### config.mk
export PLATFORM = sky130hd
export DESIGN_NAME = pseudo_cause_agg
export DESIGN_NICKNAME = d
export VERILOG_FILES = /design/src/rtl/pca_pkg.sv /design/src/rtl/pca_rst_sync.sv /design/src/rtl/pca_summary.sv /design/src/rtl/pca_mask.sv /design/src/rtl/pseudo_cause_agg.sv
export SDC_FILE = /design/constraint.sdc
export NUM_CORES = 1
export LEC_CHECK = 0
export BUFFER_PORTS_ARGS = -buffer_cell sky130_fd_sc_hd__buf_2
export CORE_MARGIN = 2
export CORE_UTILIZATION = 40
export CTS_BUF_LIST = sky130_fd_sc_hd__clkbuf_8
export DETAILED_ROUTE_END_ITERATION = 8
export HOLD_SLACK_MARGIN = 0.15
export SYNTH_ARGS = -nofsm -noshare
export SYNTH_HDL_FRONTEND = slang
export SYNTH_HIERARCHICAL = 1
export SYNTH_SLANG_ARGS = --single-unit
### constraint.sdc
create_clock -name clk -period 3.8 [get_ports clk]
set_clock_uncertainty 0.15 [all_clocks]
set_input_delay 0.19 -clock clk [delete_from_list [all_inputs] [get_ports clk]]
set_output_delay 0.19 -clock clk [all_outputs]
set_load 0.02 [all_outputs]
### src/rtl/pca_pkg.sv
package pca_pkg;
  localparam int unsigned PCA_NGRP   = 3;
  localparam int unsigned PCA_DATA_W = 32;
  localparam int unsigned PCA_ADDR_W = 2;
  localparam logic [PCA_ADDR_W-1:0] PCA_ADDR_SUM  = 2'd0;
  localparam logic [PCA_ADDR_W-1:0] PCA_ADDR_MASK = 2'd1;
  localparam logic [PCA_DATA_W-1:0] PCA_MASK_RST  = '1;
endpackage

### src/rtl/pca_rst_sync.sv
module pca_rst_sync (
  input  logic clk,
  input  logic rst_n,
  output logic rst_sync_n
);
  logic [1:0] sync_q;

  always_ff @(posedge clk or negedge rst_n) begin
    if (!rst_n) sync_q <= 2'b00;
    else        sync_q <= {sync_q[0], 1'b1};
  end

  assign rst_sync_n = sync_q[1];
endmodule

### src/rtl/pca_summary.sv
module pca_summary #(
  parameter int unsigned NGRP = 3
) (
  input  logic            clk,
  input  logic            rst_n,
  input  logic [NGRP-1:0] ev_i,
  input  logic            clr_i,
  output logic [NGRP-1:0] sum_o
);
  logic [NGRP-1:0] sum_q;
  logic [NGRP-1:0] sum_d;

  // A clearing read keeps only events present in the same cycle.
  always_comb begin
    if (clr_i) sum_d = ev_i;
    else       sum_d = sum_q | ev_i;
  end

  always_ff @(posedge clk or negedge rst_n) begin
    if (!rst_n) sum_q <= '0;
    else        sum_q <= sum_d;
  end

  assign sum_o = sum_q;

  for (genvar g = 0; g < NGRP; g++) begin : g_chk
    assert_set_R2: assert property (@(posedge clk) disable iff (!rst_n)
      ev_i[g] |=> sum_q[g]);
    assert_sticky_R2: assert property (@(posedge clk) disable iff (!rst_n)
      (sum_q[g] && !clr_i) |=> sum_q[g]);
    assert_clear_R4: assert property (@(posedge clk) disable iff (!rst_n)
      (clr_i && !ev_i[g]) |=> !sum_q[g]);
  end
endmodule

### src/rtl/pca_mask.sv
module pca_mask #(
  parameter int unsigned         DATA_W  = 32,
  parameter logic [DATA_W-1:0]   RST_VAL = '1
) (
  input  logic              clk,
  input  logic              rst_n,
  input  logic              wr_en_i,
  input  logic [DATA_W-1:0] wdata_i,
  output logic [DATA_W-1:0] mask_o
);
  logic [DATA_W-1:0] mask_q;
  logic [DATA_W-1:0] mask_d;

  always_comb begin
    mask_d = mask_q;
    if (wr_en_i) mask_d = wdata_i;
  end

  always_ff @(posedge clk or negedge rst_n) begin
    if (!rst_n) mask_q <= RST_VAL;
    else        mask_q <= mask_d;
  end

  assign mask_o = mask_q;

  assert_hold_R8: assert property (@(posedge clk) disable iff (!rst_n)
    !wr_en_i |=> $stable(mask_q));
  assert_write_R5: assert property (@(posedge clk) disable iff (!rst_n)
    wr_en_i |=> (mask_q == $past(wdata_i)));
endmodule

### src/rtl/pseudo_cause_agg.sv
module pseudo_cause_agg #(
  parameter int unsigned RX_POS   = 0,
  parameter int unsigned TX_POS   = 1,
  parameter int unsigned MISC_POS = 2
) (
  input  logic                                clk,
  input  logic                                rst_n,
  input  logic [pca_pkg::PCA_NGRP-1:0]        grp_irq_i,
  input  logic                                bus_rd_i,
  input  logic                                bus_wr_i,
  input  logic [pca_pkg::PCA_ADDR_W-1:0]      bus_addr_i,
  input  logic [pca_pkg::PCA_DATA_W-1:0]      bus_wdata_i,
  output logic [pca_pkg::PCA_DATA_W-1:0]      rd_data_o,
  output logic                                rd_valid_o,
  output logic                                host_irq_o
);
  import pca_pkg::*;

  localparam int unsigned NGRP   = PCA_NGRP;
  localparam int unsigned DATA_W = PCA_DATA_W;
  localparam int unsigned POS [NGRP] = '{RX_POS, TX_POS, MISC_POS};

  logic              rst_sync_n;
  logic              rd_sum, rd_mask, wr_mask;
  logic [NGRP-1:0]   sum_bits;
  logic [NGRP-1:0]   grp_mask;
  logic [DATA_W-1:0] sum_word;
  logic [DATA_W-1:0] mask_word;
  logic [DATA_W-1:0] rdata_d, rdata_q;
  logic              rvalid_d, rvalid_q;
  logic              rsum_d, rsum_q;

  pca_rst_sync u_rst (
    .clk        (clk),
    .rst_n      (rst_n),
    .rst_sync_n (rst_sync_n)
  );

  assign rd_sum  = bus_rd_i && (bus_addr_i == PCA_ADDR_SUM);
  assign rd_mask = bus_rd_i && (bus_addr_i == PCA_ADDR_MASK);
  assign wr_mask = bus_wr_i && (bus_addr_i == PCA_ADDR_MASK);

  pca_summary #(.NGRP(NGRP)) u_sum (
    .clk   (clk),
    .rst_n (rst_sync_n),
    .ev_i  (grp_irq_i),
    .clr_i (rd_sum),
    .sum_o (sum_bits)
  );

  pca_mask #(.DATA_W(DATA_W), .RST_VAL(PCA_MASK_RST)) u_mask (
    .clk     (clk),
    .rst_n   (rst_sync_n),
    .wr_en_i (wr_mask),
    .wdata_i (bus_wdata_i),
    .mask_o  (mask_word)
  );

  // Place each group bit at its configured position in the summary word.
  for (genvar g = 0; g < NGRP; g++) begin : g_map
    assign grp_mask[g] = mask_word[POS[g]];
  end

  always_comb begin
    sum_word = '0;
    for (int g = 0; g < NGRP; g++) sum_word[POS[g]] = sum_bits[g];
  end

  assign host_irq_o = |(sum_bits & ~grp_mask);

  // Registered read port with a clock enable on the data register.
  always_comb begin
    rvalid_d = bus_rd_i;
    rsum_d   = rd_sum;
    rdata_d  = rdata_q;
    if (bus_rd_i) begin
      if (rd_sum)       rdata_d = sum_word;
      else if (rd_mask) rdata_d = mask_word;
      else              rdata_d = '0;
    end
  end

  always_ff @(posedge clk or negedge rst_sync_n) begin
    if (!rst_sync_n) begin
      rdata_q  <= '0;
      rvalid_q <= 1'b0;
      rsum_q   <= 1'b0;
    end else begin
      rdata_q  <= rdata_d;
      rvalid_q <= rvalid_d;
      rsum_q   <= rsum_d;
    end
  end

  assign rd_data_o  = rdata_q;
  assign rd_valid_o = rvalid_q;

  assert_rvalid_R3: assert property (@(posedge clk) disable iff (!rst_sync_n)
    bus_rd_i |=> rd_valid_o);
  assert_upper_zero_R3: assert property (@(posedge clk) disable iff (!rst_sync_n)
    (rd_valid_o && rsum_q && NGRP <= 3 && RX_POS < 3 && TX_POS < 3 && MISC_POS < 3)
      |-> (rd_data_o[DATA_W-1:3] == '0));
  assert_lowbyte_R7: assert property (@(posedge clk) disable iff (!rst_sync_n)
    (rd_valid_o && rsum_q) |-> (rd_data_o[7:0] != 8'hFF));
  assert_masked_R6: assert property (@(posedge clk) disable iff (!rst_sync_n)
    (&grp_mask) |-> !host_irq_o);
  assert_cause_R6: assert property (@(posedge clk) disable iff (!rst_sync_n)
    host_irq_o |-> (sum_word != '0));
endmodule

* After elaboration in Yosys (flattened, before gate mapping)
Index checks and enable logic that the tools add are counted.
** Word-level totals
- Input bits :: 41
- Register bits :: 70
- Output and inout bits :: 34
- Word-level logic and storage cells :: 17
** Operators by class
- Eq/ne operators :: 1
- Multiplexer cells :: 3
- Bitwise operators :: 3
- Reductions and logical operators :: 5
** Operator list (count)
- 32-bit two-way mux :: 2
- 3-bit bitwise AND :: 1
- 1-bit logical AND :: 3
- 3-bit two-way mux :: 1
- 3-bit inverter :: 1
- 3-bit OR :: 1
- 3-bit OR reduction :: 1
- 2-bit by 1-bit == test with 1-bit output, second input constant :: 1
- 2-bit zero test :: 1

* Depth between registers and ports, before layout
- Word-level depth :: 4
- Depth in mapped cells :: 7

* Cells and area by module
Netlist, hierarchy kept.
** Modules (own cells, without submodules)
- pseudo_cause_agg :: area each 1625.3 um^2, cells each 149, instances 1
- pca_mask :: area each 1385.1 um^2, cells each 68, instances 1
- pca_summary :: area each 101.3 um^2, cells each 7, instances 1
- pca_rst_sync :: area each 53.8 um^2, cells each 3, instances 1

* Least setup slack after synthesis
Ideal clock, no wire load.
- Kind :: input to register
- Start point :: in bus_addr_i[0] (netlist bit)
- End point :: reg u_mask.mask_q[0] (netlist: u_mask/mask_o[0])
- Data arrival time :: 1216 ps
- Buffers on the path :: 4
- Path slack :: 2351 ps
- Required time :: 3568 ps
- Library setup time :: 82 ps
- Cell stages on the path :: 7
- Cells stage by stage :: buf_4 -> nand2b_4 -> buf_6 -> nor2_1 -> buf_6 -> buf_12 -> mux2_4
** Between the ends
- Cells in the longest elaborated chain, start to end :: 2
** RTL lines
- start, declared :: RTL line pseudo_cause_agg.sv:11 : input logic [pca_pkg::PCA_ADDR_W-1:0] bus_addr_i,
- 2-bit by 1-bit == test with 1-bit output :: RTL line pseudo_cause_agg.sv:41 : assign wr_mask = bus_wr_i && (bus_addr_i == PCA_ADDR_MASK);
- 1-bit logical AND :: RTL line pseudo_cause_agg.sv:41
- net wr_mask :: RTL line pseudo_cause_agg.sv:24 : logic rd_sum, rd_mask, wr_mask;
- end signal, assigned :: RTL line pca_mask.sv:21 : else mask_q <= mask_d;
- end, declared :: RTL line pca_mask.sv:11 : logic [DATA_W-1:0] mask_q;
The timed path passes the listed nets, and every way through them passes these cells.
A chain may end at the register's enable or synchronous reset.

* Worst setup path after layout
- Start point :: in bus_addr_i[1] (netlist bit)
- End point :: reg u_mask.mask_q[21] (netlist: u_mask/mask_o[21])
Same word-level chain as after synthesis.

==> results by stage <==
Run status:
- The flow ran to the end, and the final reports show no timing, DRC or antenna violations.

Floorplanning:
- Once the floorplan was initialized, standard cells occupied 41.2% of the core.
- The die width is 93.0 µm.
- The overall die height is 93.0 µm.
- In this run the count of I/O pins placed on the die edge is 75.
- The die covers just under 9000 µm².
- The number of standard-cell rows in the floorplan is 32.
- The standard cell core area is 7690 µm².

Timing:
- The accumulated negative setup slack is 0 ps.
- The maximum clock rate is 388 MHz.
- For the pin with the worst max-slew slack, the measured transition is between 700 and 800 ps.
- The worst pin sits at a relative slew slack of 50.6%.
- The final hold violation count is 0.
- After layout, the worst path uses 67.7% of the clock period.
- The final critical delay including setup and external delays is 2570 ps.
- The setup-violating endpoint count in the final report is 0.
- Setup repair after global routing left no endpoint under its margin.
- The count of final max-slew check failures is 0.

Worst setup path:
- The nature of the critical path startpoint is a primary input.
- For this run, the slowest stage of the critical path takes ~660 ps.
- For the worst setup path, the data required time is 3910 ps.
- Data on the critical path arrives at its endpoint at 2680 ps.
- The cell type of the slowest stage on the worst timing path is sky130_fd_sc_hd__nor2_4.
- In this run the worst path has a maximum fanout of 30.
- The type of element capturing the critical path is a flip-flop.
- The signal on the critical path passes through dlygate4sd3_1 > buf_2 > nand2b_4 > nor2_4 > buf_4 > mux2_4.
- The category of the most critical setup path is in -> reg.
- The setup check on the worst reg-to-reg path leaves a slack of 2320 ps.

Route:
- The number of violations reported at the end of detailed-routing iteration 0 is 59.
- The detailed router placed ~2000 vias in this run.
- In the routed layout, each cell is associated on average with a via count of between 4 and 5.
- The final layout contains routed wiring with a total length of 6210 µm.
- The DRC violation count after routing is 0.
- The average wire per standard cell is between 10 and 15 µm.
- The detail route stage leaves a number of antenna-violating nets equal to 0.
- The first detailed-routing pass ran for 4 iterations.

Logic synthesis:
- For this run, the number of Yosys warnings is 6.
- The mean instance size in the synthesized netlist is 13.9 µm².
- The async set or reset register ratio after synthesis is 100%.
- The number of different library cells in the post-synthesis netlist is 19.
- The synthesized net count is 268.
- Sorting the synthesized cells by area gives the leading types as sky130_fd_sc_hd__dfrtp_1 30%, sky130_fd_sc_hd__dfstp_2 27%, sky130_fd_sc_hd__mux2_4 14%.
- The post-synthesis register bit count is 70.
- The sequential share of the synthesized area is 56.6%.
- The number of enable-type register cells in the synthesized netlist is 0.
- The commonest cells after synthesis are 38 x sky130_fd_sc_hd__dfrtp_1, 36 x sky130_fd_sc_hd__inv_1, 32 x sky130_fd_sc_hd__dfstp_2.
- The synthesized instance count is 227.
- The cell type with the highest aggregate area in the netlist is sky130_fd_sc_hd__dfrtp_1.
- The share of synthesized area in the top cell type comes to 30.0%.
- Summing every instance area after synthesis gives 3170 µm².
- The most frequent cell after synthesis is sky130_fd_sc_hd__dfrtp_1.
- The dominant register cell in the synthesized netlist is sky130_fd_sc_hd__dfrtp_1.

Clocking:
- The clock reaches the later pin of the worst-skew pair after around 330 ps.
- The number of buffers inserted to repair setup after CTS is 0.
- The longest clock path from root to sink contains 2 buffers.
- The library cell used as clock root buffer is sky130_fd_sc_hd__clkbuf_8.
- TritonCTS built the clock tree.
- The H-tree was split into 3 levels.
- The clock slew at the register clock pins of the worst setup and hold paths is 70 ps.
- The CTS buffer count is 9.
- The number of clock sinks is 70.

Global route:
- The initial antenna violation count is 0.
- For this run, the total global-route usage over all layers was measured as about 16%.
- The number of global-route vias before repair was approximately 2100.
- For this run the aggregate overflow at the end of global routing stands at 0.
- The first-pass GRT wire length is roughly 10000 µm.
- Entering global routing, the biggest net connects 35 pins.

Placement:
- During placement, the flow inserted port buffers numbering 74.
- Routability-driven placement finished with a final weighted congestion of 0.735.
- Summed over all nets, the half-perimeter wirelength after detailed placement is 4110 µm.

Min path:
- The type of the worst min-delay path is reg -> async.

Final layout:
- The final net count is 382.
- The number of antenna diodes in the final layout is 0.
- The final design utilization is between 50% and 60%.
- The synthesis-to-layout area growth is 29.3%.
- The share of post-route cells with drive strength above 1 is a little over half.

Power and ir drop:
- The power density over the cells is around 440 nW/µm².
- The static power due to leakage is 1.92 nW.
- Across the VDD grid, the largest voltage drop is about 0.30 mV.

Run:
- The tool flagged a number of max-cap violations equal to 0.
-- per-stage QoR --
stage / hold WS [ps] / setup slack, ps / area (µm²) / power, mW / instances
4_1_cts: 184 / 1240 / 4090 / 1.85 / 447
3_3_place_gp: -174 / 1450 / 3530 / 1.28 / 392
6_report: 182 / 1230 / 4090 / 1.82 / 447
2_1_floorplan: -256 / 1610 / 3170 / 1.21 / 227
3_5_place_dp: -172 / 1410 / 3530 / 1.29 / 392
5_1_grt: 211 / 1130 / 4090 / 1.93 / 447
-- critical path, delay by kind of cell --
kind	cells	cell delay [ps]
buffers and inverters	3	1080
multiplexers	1	340
AND/OR/NAND/NOR	2	1050
-- power by group --
group	internal, mW	switching, mW	total, mW
registers	0.890	0.0626	0.953
logic	0.197	0.160	0.357
clock network	0.246	0.263	0.509
total	1.33	0.486	1.82
-- flip-flops by register name, indices dropped and copies added (netlist names) --
name and cells:
rd_data_o 32, rd_valid_o 1, u_mask/mask_o 32, u_rst/sync_q 2
u_sum/sum_o 3
-- timing repair --
action / in CTS / in global routing
gates resized for setup: 0 / 0
hold endpoints to repair: 40 / 0
hold buffers: 40 / 0
-- kinds of logic after synthesis --
family | count (synthesis) | share of synthesized area (%)
flops | 70 | 56.6
buf+inv | 51 | 9.84
compound gates | 36 | 13.0
mux | 35 | 15.9
simple gates | 34 | 4.51
other cells | 1 | 0.118
-- cell type report --
type / count / area [µm²]
clock inverter: 5 / 28.8
multi-input combinational: 106 / 1070
fill: 708 / 3590
timing repair buffer: 118 / 801
clock buffer: 10 / 138
tap: 102 / 128
sequential: 70 / 1790
inverter: 36 / 135
-- cells in the final DEF, fill, tap and decap left out, drive strengths merged --
cell type and n:
nand2b 3, buf 78, o221ai 1, clkinv 2
inv 37, mux2i 3, clkinvlp 2, dfstp 32
dfrtp 38, nand2 29, o22ai 32, a21o 3
clkbuf 10, conb 1, mux2 32, dlygate4sd3 40
nor2 2
-- per-layer routing --
layer / wire length [µm] / global-route usage, % / vias up / part of all wire (%)
met5: 0 / 0 / - / 0
met4: 61 / 5.15 / 0 / 0.98
met3: 280 / 4.31 / 7 / 4.5
met2: 3170 / 26.2 / 49 / 51
met1: 2700 / 19.3 / 978 / 43
li1: - / - / 972 / -
-- path summary, 6_finish.rpt --
check                                                 to  cells past startpoint                         start
max                        u_mask/mask_o[21]$_DFFE_PN1P_                      6                 bus_addr_i[1]
min                             u_sum/sum_o[1]$_DFF_PN0_                      0     u_rst/sync_q[1]$_DFF_PN0_
max reg2reg                     rd_data_o[2]$_DFFE_PN0P_                      3  u_mask/mask_o[2]$_DFFE_PN1P_
min reg2reg                     u_sum/sum_o[1]$_DFF_PN0_                      0     u_rst/sync_q[1]$_DFF_PN0_
max in group asynchronous  u_mask/mask_o[12]$_DFFE_PN1P_                      1     u_rst/sync_q[1]$_DFF_PN0_
min in group clk                    rd_valid_o$_DFF_PN0_                      1                      bus_rd_i
(Power assumes the default switching activity.)
